**src/rtl/scan_pkg.sv**
```systemverilog
package scan_pkg;

  typedef enum logic {
    FETCH_IDLE = 1'b0,
    FETCH_RUN  = 1'b1
  } fetch_state_e;

  function automatic int idx_width(input int n);
    return (n > 1) ? $clog2(n) : 1;
  endfunction

  function automatic int sum_width(input int dw, input int n);
    return dw + ((n > 1) ? $clog2(n) : 0);
  endfunction

endpackage

```
**src/rtl/scan_addr_gen.sv**
```systemverilog
module scan_addr_gen
  import scan_pkg::*;
#(
  parameter int N_ELEM = 100,
  parameter int AW     = 7
) (
  input  logic          clk,
  input  logic          rst_n,
  input  logic          launch_i,
  output logic          rd_o,
  output logic [AW-1:0] addr_o,
  output logic          last_o
);

  localparam logic [AW-1:0] LAST_ADDR = AW'(N_ELEM - 1);

  fetch_state_e  state_q, state_n;
  logic [AW-1:0] addr_q, addr_n;

  always_comb begin
    state_n = state_q;
    addr_n  = addr_q;
    case (state_q)
      FETCH_IDLE: begin
        if (launch_i) begin
          state_n = FETCH_RUN;
          addr_n  = '0;
        end
      end
      FETCH_RUN: begin
        if (addr_q == LAST_ADDR) begin
          state_n = FETCH_IDLE;
        end else begin
          addr_n = addr_q + AW'(1);
        end
      end
      default: state_n = FETCH_IDLE;
    endcase
  end

  always_ff @(posedge clk or negedge rst_n) begin
    if (!rst_n) begin
      state_q <= FETCH_IDLE;
      addr_q  <= '0;
    end else begin
      state_q <= state_n;
      addr_q  <= addr_n;
    end
  end

  assign rd_o   = (state_q == FETCH_RUN);
  assign addr_o = addr_q;
  assign last_o = rd_o && (addr_q == LAST_ADDR);

endmodule

```
**src/rtl/scan_accum.sv**
```systemverilog
module scan_accum #(
  parameter int DW = 8,
  parameter int SW = 15
) (
  input  logic          clk,
  input  logic          rst_n,
  input  logic          valid_i,
  input  logic          first_i,
  input  logic [DW-1:0] data_i,
  output logic [SW-1:0] sum_o
);

  logic [SW-1:0] sum_q, sum_n;
  logic [SW-1:0] addend;

  assign addend = SW'(data_i);

  always_comb begin
    sum_n = sum_q;
    if (valid_i) begin
      sum_n = first_i ? addend : (sum_q + addend);
    end
  end

  always_ff @(posedge clk or negedge rst_n) begin
    if (!rst_n) begin
      sum_q <= '0;
    end else begin
      sum_q <= sum_n;
    end
  end

  assign sum_o = sum_q;

endmodule

```
**src/rtl/scan_extremum.sv**
```systemverilog
module scan_extremum #(
  parameter int DW       = 8,
  parameter int AW       = 7,
  parameter bit FIND_MAX = 1'b1
) (
  input  logic          clk,
  input  logic          rst_n,
  input  logic          valid_i,
  input  logic          first_i,
  input  logic [DW-1:0] data_i,
  input  logic [AW-1:0] idx_i,
  output logic [DW-1:0] val_o,
  output logic [AW-1:0] idx_o
);

  logic [DW-1:0] val_q, val_n;
  logic [AW-1:0] idx_q, idx_n;
  logic          better;

  // Strict comparison keeps the earliest position on ties.
  generate
    if (FIND_MAX) begin : g_max
      assign better = (data_i > val_q);
    end else begin : g_min
      assign better = (data_i < val_q);
    end
  endgenerate

  always_comb begin
    val_n = val_q;
    idx_n = idx_q;
    if (valid_i && (first_i || better)) begin
      val_n = data_i;
      idx_n = idx_i;
    end
  end

  always_ff @(posedge clk or negedge rst_n) begin
    if (!rst_n) begin
      val_q <= '0;
      idx_q <= '0;
    end else begin
      val_q <= val_n;
      idx_q <= idx_n;
    end
  end

  assign val_o = val_q;
  assign idx_o = idx_q;

endmodule

```
**src/rtl/array_stat_scan.sv**
```systemverilog
module array_stat_scan
  import scan_pkg::*;
#(
  parameter  int N_ELEM = 100,
  parameter  int DW     = 8,
  localparam int AW     = idx_width(N_ELEM),
  localparam int SW     = sum_width(DW, N_ELEM)
) (
  input  logic          clk,
  input  logic          rst_n,
  input  logic          start_i,
  output logic          mem_rd_o,
  output logic [AW-1:0] mem_addr_o,
  input  logic [DW-1:0] mem_data_i,
  output logic [SW-1:0] sum_o,
  output logic [DW-1:0] max_o,
  output logic [AW-1:0] max_idx_o,
  output logic [DW-1:0] min_o,
  output logic [AW-1:0] min_idx_o,
  output logic          done_o
);

  logic          launch;
  logic          busy;
  logic          rd;
  logic          last;
  logic [AW-1:0] addr;

  // Stage aligned with the returned memory word
  logic          valid_q, valid_n;
  logic          last_q, last_n;
  logic [AW-1:0] idx_q, idx_n;
  logic          done_q, done_n;
  logic          first;

  assign busy   = rd | valid_q;
  assign launch = start_i & ~busy;

  scan_addr_gen #(
    .N_ELEM (N_ELEM),
    .AW     (AW)
  ) u_addr (
    .clk      (clk),
    .rst_n    (rst_n),
    .launch_i (launch),
    .rd_o     (rd),
    .addr_o   (addr),
    .last_o   (last)
  );

  always_comb begin
    valid_n = rd;
    last_n  = last;
    idx_n   = rd ? addr : idx_q;
    done_n  = valid_q & last_q;
  end

  always_ff @(posedge clk or negedge rst_n) begin
    if (!rst_n) begin
      valid_q <= 1'b0;
      last_q  <= 1'b0;
      idx_q   <= '0;
      done_q  <= 1'b0;
    end else begin
      valid_q <= valid_n;
      last_q  <= last_n;
      idx_q   <= idx_n;
      done_q  <= done_n;
    end
  end

  assign first = (idx_q == '0);

  scan_accum #(
    .DW (DW),
    .SW (SW)
  ) u_sum (
    .clk     (clk),
    .rst_n   (rst_n),
    .valid_i (valid_q),
    .first_i (first),
    .data_i  (mem_data_i),
    .sum_o   (sum_o)
  );

  scan_extremum #(
    .DW       (DW),
    .AW       (AW),
    .FIND_MAX (1'b1)
  ) u_max (
    .clk     (clk),
    .rst_n   (rst_n),
    .valid_i (valid_q),
    .first_i (first),
    .data_i  (mem_data_i),
    .idx_i   (idx_q),
    .val_o   (max_o),
    .idx_o   (max_idx_o)
  );

  scan_extremum #(
    .DW       (DW),
    .AW       (AW),
    .FIND_MAX (1'b0)
  ) u_min (
    .clk     (clk),
    .rst_n   (rst_n),
    .valid_i (valid_q),
    .first_i (first),
    .data_i  (mem_data_i),
    .idx_i   (idx_q),
    .val_o   (min_o),
    .idx_o   (min_idx_o)
  );

  assign mem_rd_o   = rd;
  assign mem_addr_o = addr;
  assign done_o     = done_q;

endmodule

```
**config.mk**
```make
export PLATFORM = sky130hd
export DESIGN_NAME = array_stat_scan
export DESIGN_NICKNAME = d
export VERILOG_FILES = /design/src/rtl/scan_pkg.sv /design/src/rtl/scan_addr_gen.sv /design/src/rtl/scan_accum.sv /design/src/rtl/scan_extremum.sv /design/src/rtl/array_stat_scan.sv
export SDC_FILE = /design/constraint.sdc
export NUM_CORES = 1
export LEC_CHECK = 0
export CAP_MARGIN = 20
export CORE_MARGIN = 4
export CORE_UTILIZATION = 56
export CTS_CLUSTER_SIZE = 24
export DETAILED_ROUTE_END_ITERATION = 16
export GPL_ROUTABILITY_DRIVEN = 0
export PLACE_DENSITY_LB_ADDON = 0.12
export SETUP_SLACK_MARGIN = 0.2
export SLEW_MARGIN = 10
export SYNTH_ARGS = -nofsm -noshare
export SYNTH_HDL_FRONTEND = slang
export SYNTH_SLANG_ARGS = --single-unit
export TNS_END_PERCENT = 20
```
**constraint.sdc**
```tcl
create_clock -name clk -period 6.55 [get_ports clk]
set_input_delay 1.31 -clock clk [delete_from_list [all_inputs] [get_ports clk]]
set_output_delay 1.31 -clock clk [all_outputs]
set_load 0.05 [all_outputs]
```
---- Yosys cells after proc, flatten, opt, wreduce, memory -nomap -nowiden ----
Index checks and enable logic that the tools add are counted.
storage, ports and cells
  output and inout bits ................... 54
  bits in registers ....................... 63
  word-level logic and storage cells ...... 37
operators by class
  multiplexer cells ....................... 7
  $lt $le $gt $ge ......................... 2
  add/subtract/negate cells ............... 2
  reductions and logical operators ........ 7
  bitwise operators ....................... 5
  equal/unequal tests ..................... 3
operator list
  operator                                     number
  adder 15 x 8 -> 15 bit                       1
  two-way mux 15 bit                           1
  two-way mux 7 bit                            2
  case mux 7 bit (2 select lines)              1
  greater-than comparator 8 bit                1
  less-than comparator 8 bit                   1
  adder 7 x 1 -> 7 bit, second input constant  1
  equality test 7 bit, second input constant   1
  zero test 7 bit                              1
  != test 2 bit, second input constant         2
  logical AND 1 bit                            3
  bitwise AND 1 bit                            2
  logical OR 1 bit                             2
  two-way mux 1 bit                            2
  inverter 1 bit                               2
  case mux 1 bit (2 select lines)              1
  AND reduction 2 bit                          1
  bitwise OR 1 bit                             1

---- Longest topological paths before layout ----
Gate-level depths: netlist (run 1).
  word-level depth ........................ 5
  mapped depth ............................ 9

---- Cells and area by module ----
From an unflattened synthesis (run 1), not the netlist that was laid out.
unflattened totals
  cells, all modules ...................... 326
  area total of the unflattened synthesis .. 3614.7 µm²
by module, submodules not included
  module                  instances  area each (µm²)  cells each  seq. area each (µm²)
  scan_accum              1          1144.8           134         375.4
  scan_extremum at u_max  1          832.0            62          375.4
  scan_extremum at u_min  1          803.3            57          375.4
  scan_addr_gen           1          462.9            51          200.2
  array_stat_scan         1          371.6            22          250.2

---- Worst setup path after synthesis (run 1) ----
Ideal clock, no wire load.
  path type ............................... input to register
  from .................................... input mem_data_i[0]
  to ...................................... register u_sum.sum_q[14] (netlist: u_sum.sum_o[14])
  path slack .............................. 3.479 ns
  library setup time ...................... 0.070 ns
  arrival time ............................ 3.002 ns
  stages on the path ...................... 8
  data required time ...................... 6.480 ns
  buffers on the path ..................... 0
  cell sequence ........................... ha_1 > inv_1 > fa_1 > o21ai_0 > a221oi_1 > o2bb2ai_1 > or4_1 > nand3_1
on the way
  cells in the longest elaborated chain, start to end .. 2
ends and longest elaborated chain
  element                 RTL line               source
  from (decl)             array_stat_scan.sv:14  input logic [DW-1:0] mem_data_i,
  adder 15 x 8 -> 15 bit  scan_accum.sv:21       sum_n = first_i ? addend : (sum_q + addend);
  two-way mux 15 bit      scan_accum.sv:21
  to (signal assigned)    scan_accum.sv:29       sum_q <= sum_n;
  to (decl)               scan_accum.sv:13       logic [SW-1:0] sum_q, sum_n;
Every way passes these cells.
A chain may end at the register's enable or synchronous reset.

---- Final worst setup path (run 1) ----
  from .................................... input mem_data_i[1]
  to ...................................... register u_max.val_q[2] (netlist: u_max.val_o[2])
on the way
  cells in the longest elaborated chain, start to end .. 3
ends and longest elaborated chain
  element                        RTL line             source
  greater-than comparator 8 bit  scan_extremum.sv:23  assign better = (data_i > val_q);
  logical OR 1 bit               scan_extremum.sv:32  if (valid_i && (first_i || better)) begin
  logical AND 1 bit              scan_extremum.sv:32
  to (signal assigned)           scan_extremum.sv:43  val_q <= val_n;
  to (decl)                      scan_extremum.sv:16  logic [DW-1:0] val_q, val_n;
Every way passes these cells.

==> results of run 1 <==
-- cells by family (layout without fill, tap and decap cells) --
group	Yosys count	in the layout	share of synthesized area
multiplexers	32	32	0.115
flip-flops	63	63	0.466
buffers and inverters	35	109	0.0447
adder cells (fa/ha/maj)	25	25	0.0946
XOR/XNOR	8	8	0.0207
AO/OA/AOI/OAI	67	67	0.129
AND/OR/NAND/NOR	80	80	0.129
-- layer usage --
metal / wire [microns] / global-route usage
met1: 3500 / 0.324
met2: 3590 / 0.357
met3: 601 / 0.0528
met4: 75 / 0.0719
met5: 0 / 0
-- stage by stage --
step                worst slack (ps)  cells   util  hold slack (ps)  instance area, sq um
finish                          2780    459  0.734              457                  4320
global route                    2570    459  0.734              491                  4320
CTS                             2760    459  0.734              461                  4320
detailed placement              2410    443  0.692              442                  4080
global placement                2480    443  0.692              438                  4080
floorplan                       3480    310      -              428                  3380
-- cell usage after synthesis, drive strengths merged, types with 2 or more instances --
| master | count |
|---|---|
| xor2 | 6 |
| clkbuf | 5 |
| o221ai | 3 |
| o21ai | 23 |
| a31oi | 4 |
| ha | 24 |
| dfrtp | 63 |
| mux2 | 29 |
| a21oi | 13 |
| a21o | 4 |
| o211ai | 8 |
| nand2 | 24 |
| inv | 28 |
| or4 | 8 |
| o21a | 2 |
| nand3 | 14 |
| and3 | 4 |
| nand4 | 6 |
| buf | 2 |
| nor2 | 13 |
| nand2b | 3 |
| nor2b | 3 |
| mux2i | 3 |
| xnor2 | 2 |
-- critical path, delay by kind of cell --
kind | cells | cell delay (ps)
muxes | 1 | 440
AOI/OAI and AO/OA | 3 | 710
adders and majority gates | 1 | 360
and+or+nand+nor | 2 | 650
buffers and inverters | 1 | 530
-- layout make-up --
| cell class | count | area [sq um] | area share |
|---|---|---|---|
| inverters | 28 | 105 | 0.0243 |
| repair buffers | 65 | 643 | 0.149 |
| multi-input cells | 212 | 1660 | 0.383 |
| clock buffers | 9 | 124 | 0.0287 |
| flip-flops and latches | 63 | 1580 | 0.365 |
| clock inverters | 7 | 121 | 0.0281 |
| well taps | 75 | 93.8 | 0.0217 |
-- final timing paths --
check	end	from	slack, ps	cells after the start
max	u_max.val_o[2]	mem_data_i[1]	2780	8
min	done_o	last_q	460	1
min reg2reg	done_o	last_q	460	1
min in group asynchronous	u_sum.sum_o[1]	rst_n	1110	2
max reg2reg	u_max.val_o[2]	idx_q[3]	3890	5
max in group asynchronous	u_max.val_o[0]	rst_n	4900	2
-- sequential cells by signal (all words and copies together), names as in the netlist --
signal	cells
done_o	1
idx_q	7
last_q	1
u_addr.addr_o	7
u_addr.rd_o	1
u_max.idx_o	7
u_max.val_o	8
u_min.idx_o	7
u_min.val_o	8
u_sum.sum_o	15
valid_q	1
==> flow_summary_export.csv, run 1 <==
group,metric,value,unit
synth,synth_area,3380,sq um
clock_network,cts.htree.levels,3,
critical_path,crit_chain,"clkdlybuf4s50_1, ha_1, nor2b_1, o211ai_1, a21oi_1, o221ai_1, nand2_1, mux2_2",
min_path,hp-class,"flop to flop",
placement,io_buffers,64,
finish,drive_gt1_frac,0.141,
drt,vias,2611,
global_routing,antenna_found_initial,0,
sta,fin_skew,7.91,ps
synth,synth_fp_nets,346,
synth,synth_edf_count,0,
critical_path,cp_max_fo,12,
sta,fmax,265,MHz
outcome,status,"finished, final reports clean",
placement,dp_hpwl,5440,microns
clock_network,postCtsHoldBufs,0,
finish,area_growth,27.7,%
job,max_cap_viol_count,0,
critical_path,worstPathRequired,6780,ps
synth,synth_area_leader_cell,"dfrtp_1",
clock_network,clockRootBuffer,"clkbuf_8",
synth,synthArstFlopShare,1.00,
sta,maxSlewViolCount,0,
sta,final_hold_viol_count,0,
global_routing,grt.overflow.total,0,
critical_path,critPathLaunchType,"input pin",
floorplan,coreArea,5890,sq um
sta,min_period,3770,ps
critical_path,max_stage_delay,530,ps
sta,setup_viol,0,
synth,synth_area_leaders,"dfrtp_1 47%, ha_1 8.9%, mux2_2 6.7%",
finish,nNetsFinal,415,
critical_path,cp_slowest_cell,"clkdlybuf4s50_1",
finish,diodes,0,
sta,grt_setup_unrepaired,"false",
synth,synth_top_cell_area_share,0.466,
clock_network,cts_setup_buffers,0,
floorplan,ioPinCount,65,
sta,fin_tns_setup,0,ps
clock_network,numCtsBuffers,9,
clock_network,clock-sinks,63,
synth,avgSynthCellArea,10.9,sq um
synth,synth-seq-cells,63,
drt,via_per_inst,5.69,
floorplan,start_util,0.575,
critical_path,path_class,"input pin to flop",
global_routing,grt_max_degree,64,
floorplan,die_y,85.7,microns
drt,antenna_left,0,
clock_network,insertion_delay,350,ps
synth,ys.flop_type,"dfrtp_1",
clock_network,cts_resized,0,
finish,layout_common_cells,"63 x dfrtp_1, 63 x clkdlybuf4s50_1, 28 x inv_1, 24 x ha_1",
drt,wl_per_cell,16.9,microns
critical_path,arrival,3990,ps
sta,tightest_slew,828,ps
drt,routed_wl,7760,microns
sta,slew_headroom,0.448,
floorplan,num_rows,28,
drt,drt-initial-drc-count,183,
clock_network,cts_tree,"built",
clock_network,cts_max_path_buffers,2,
global_routing,grt_pass1_vias,2638,
sta,period_share,0.575,
drt,drc,0,
synth,syn-instance-count,310,
critical_path,cp-end-kind,"flop",
floorplan,die_w,85.7,microns
global_routing,grt_util_all_layers,0.231,
global_routing,grt_pass1_wl,13200,microns
finish,fillers,429,
clock_network,clkTransAtPathRegs,70,ps
synth,ys_types,45,
synth,ys_seq_area_frac,0.466,
synth,yosys_warnings,0,
drt,drtPass1Iterations,5,
floorplan,die_area,7350,sq um
Power of run 1 is not shown: default switching activity piles up to over one toggle a cycle in this logic, so the estimate is an artifact.
==> run 2: changes to the inputs <==
--- a/config.mk
+++ b/config.mk
@@ -7,7 +7,7 @@
 export LEC_CHECK = 0
 export CAP_MARGIN = 20
 export CORE_MARGIN = 4
-export CORE_UTILIZATION = 56
+export CORE_UTILIZATION = 47
 export CTS_CLUSTER_SIZE = 24
 export DETAILED_ROUTE_END_ITERATION = 16
 export GPL_ROUTABILITY_DRIVEN = 0
==> constraint.sdc (replaced) <==
create_clock -name clk -period 3.1 [get_ports clk]
set_input_delay 0.62 -clock clk [delete_from_list [all_inputs] [get_ports clk]]
set_output_delay 0.62 -clock clk [all_outputs]
set_load 0.05 [all_outputs]
==> run 2 against run 1 <==
  * Design area is 2.1% higher
  * Via count is 2.3% higher
  * Critical path type unchanged
  * Die area is 17% higher
  * Largest cell class unchanged
  * Non-clock buffer count is 15 higher
  * Sequential cell count stayed put
  * Worst setup slack worse by 2500 ps
  * Critical path depth is 1 higher
  * Global-route usage is 3.9 points lower
  * Cell count is 7.6% higher
==> flow_summary_export.csv, run 2 (synthesis results as in run 1) <==
group,metric,value,unit
critical_path,cp-end-kind,"flop",
drt,via_per_inst,5.41,
global_routing,grt_util_all_layers,0.192,
finish,fillers,569,
finish,diodes,0,
finish,nNetsFinal,430,
sta,setup_viol,0,
critical_path,worstPathRequired,3370,ps
drt,drc,0,
floorplan,start_util,0.490,
floorplan,ioPinCount,65,
drt,drtPass1Iterations,4,
clock_network,cts_resized,0,
sta,fmax,361,MHz
critical_path,path_class,"input pin to flop",
drt,routed_wl,7710,microns
critical_path,cp_slowest_cell,"clkdlybuf4s50_1",
clock_network,clkTransAtPathRegs,70,ps
floorplan,coreArea,6910,sq um
clock_network,cts_tree,"built",
outcome,status,"finished, final reports clean",
finish,area_growth,30.3,%
critical_path,crit_family,"compound AO/OA/AOI/OAI gates",
critical_path,path_buf_inv,2,
clock_network,cts_setup_buffers,0,
clock_network,clock-sinks,63,
finish,layout_common_cells,"63 x dfrtp_1, 63 x clkdlybuf4s50_1, 28 x inv_1, 24 x ha_1",
sta,hold_slack,260,ps
floorplan,num_rows,30,
job,max_cap_viol_count,0,
floorplan,die_w,92.9,microns
min_path,hp-class,"input pin to async pin",
clock_network,postCtsHoldBufs,0,
sta,fin_tns_setup,0,ps
clock_network,cts.htree.levels,3,
critical_path,arrival,3050,ps
critical_path,cp_max_fo,6,
placement,pre_cts_ws,22.3,ps
clock_network,cts_max_path_buffers,2,
critical_path,crit_chain,"clkdlybuf4s50_1, ha_1, inv_1, fa_1, o21ai_0, a221oi_1, o2bb2ai_1, or4_1, nand3_1",
sta,tightest_slew,700,ps
sta,period_share,0.894,
drt,antenna_left,0,
global_routing,antenna_found_initial,0,
drt,wl_per_cell,15.6,microns
drt,vias,2672,
floorplan,die_area,8620,sq um
sta,layout_setup_ws,328,ps
sta,grt_setup_unrepaired,"false",
placement,io_buffers,64,
sta,fin_skew,9.63,ps
global_routing,grt_pass1_vias,2720,
placement,place_area,4230,sq um
global_routing,grt.overflow.total,0,
critical_path,critPathLaunchType,"input pin",
finish,drive_gt1_frac,0.168,
clock_network,numCtsBuffers,9,
sta,slew_headroom,0.532,
finish,largest_register_ffs,15,
global_routing,grt_max_degree,64,
sta,min_period,2770,ps
critical_path,max_stage_delay,510,ps
floorplan,die_y,92.9,microns
sta,maxSlewViolCount,0,
clock_network,insertion_delay,340,ps
drt,drt-initial-drc-count,102,
global_routing,grt_pass1_wl,13100,microns
clock_network,clockRootBuffer,"clkbuf_8",
placement,dp_hpwl,5690,microns
finish,design_area,4410,sq um
sta,final_hold_viol_count,0,
## run 2: worst paths after layout
path | to | start | slack (ps) | cells after the start
worst max-delay path | u_sum.sum_o[14] | mem_data_i[0] | 330 | 9
worst min-delay path | u_sum.sum_o[2] | rst_n | 260 | 2
worst max register to register | u_sum.sum_o[14] | u_sum.sum_o[0] | 740 | 8
worst min register to register | done_o | last_q | 460 | 1
max in group asynchronous | u_max.val_o[7] | rst_n | 2530 | 2
min in group clk | done_o | last_q | 460 | 1
## run 2: worst reg2reg max path, cell delays in order (launching register included)
cell and delay, ps:
dfrtp_1 380, ha_1 210, inv_1 60, fa_1 400
o21ai_0 260, a221oi_1 170, o2bb2ai_1 220, or4_1 490
nand3_1 90
## run 2: routing by layer
| metal | part of all wire | routed length [microns] | track usage | vias to the layer above |
|---|---|---|---|---|
| met1 | 0.49 | 3790 | 0.266 | 1291 |
| met5 | 0 | 0 | 0 | - |
| met4 | 0.013 | 102 | 0.0696 | 0 |
| met3 | 0.047 | 364 | 0.0471 | 9 |
| li1 | - | - | - | 1291 |
| met2 | 0.45 | 3450 | 0.292 | 81 |
## run 2: final cells by class
type / instances / area (sq um) / area share
tap: 96 / 120 / 0.0272
inverter: 28 / 105 / 0.0238
multi-input combinational: 212 / 1660 / 0.376
clock buffer: 13 / 169 / 0.0383
sequential: 63 / 1580 / 0.357
clock inverter: 2 / 15.0 / 0.00340
timing repair buffer: 80 / 768 / 0.174
## run 2: stage by stage
stage               utilization  instances
finish                    0.639        494
detailed placement        0.612        479
global route              0.639        494
global placement          0.612        479
floorplan                     -        310
CTS                       0.639        494
Power of run 2 is left out for the same reason.
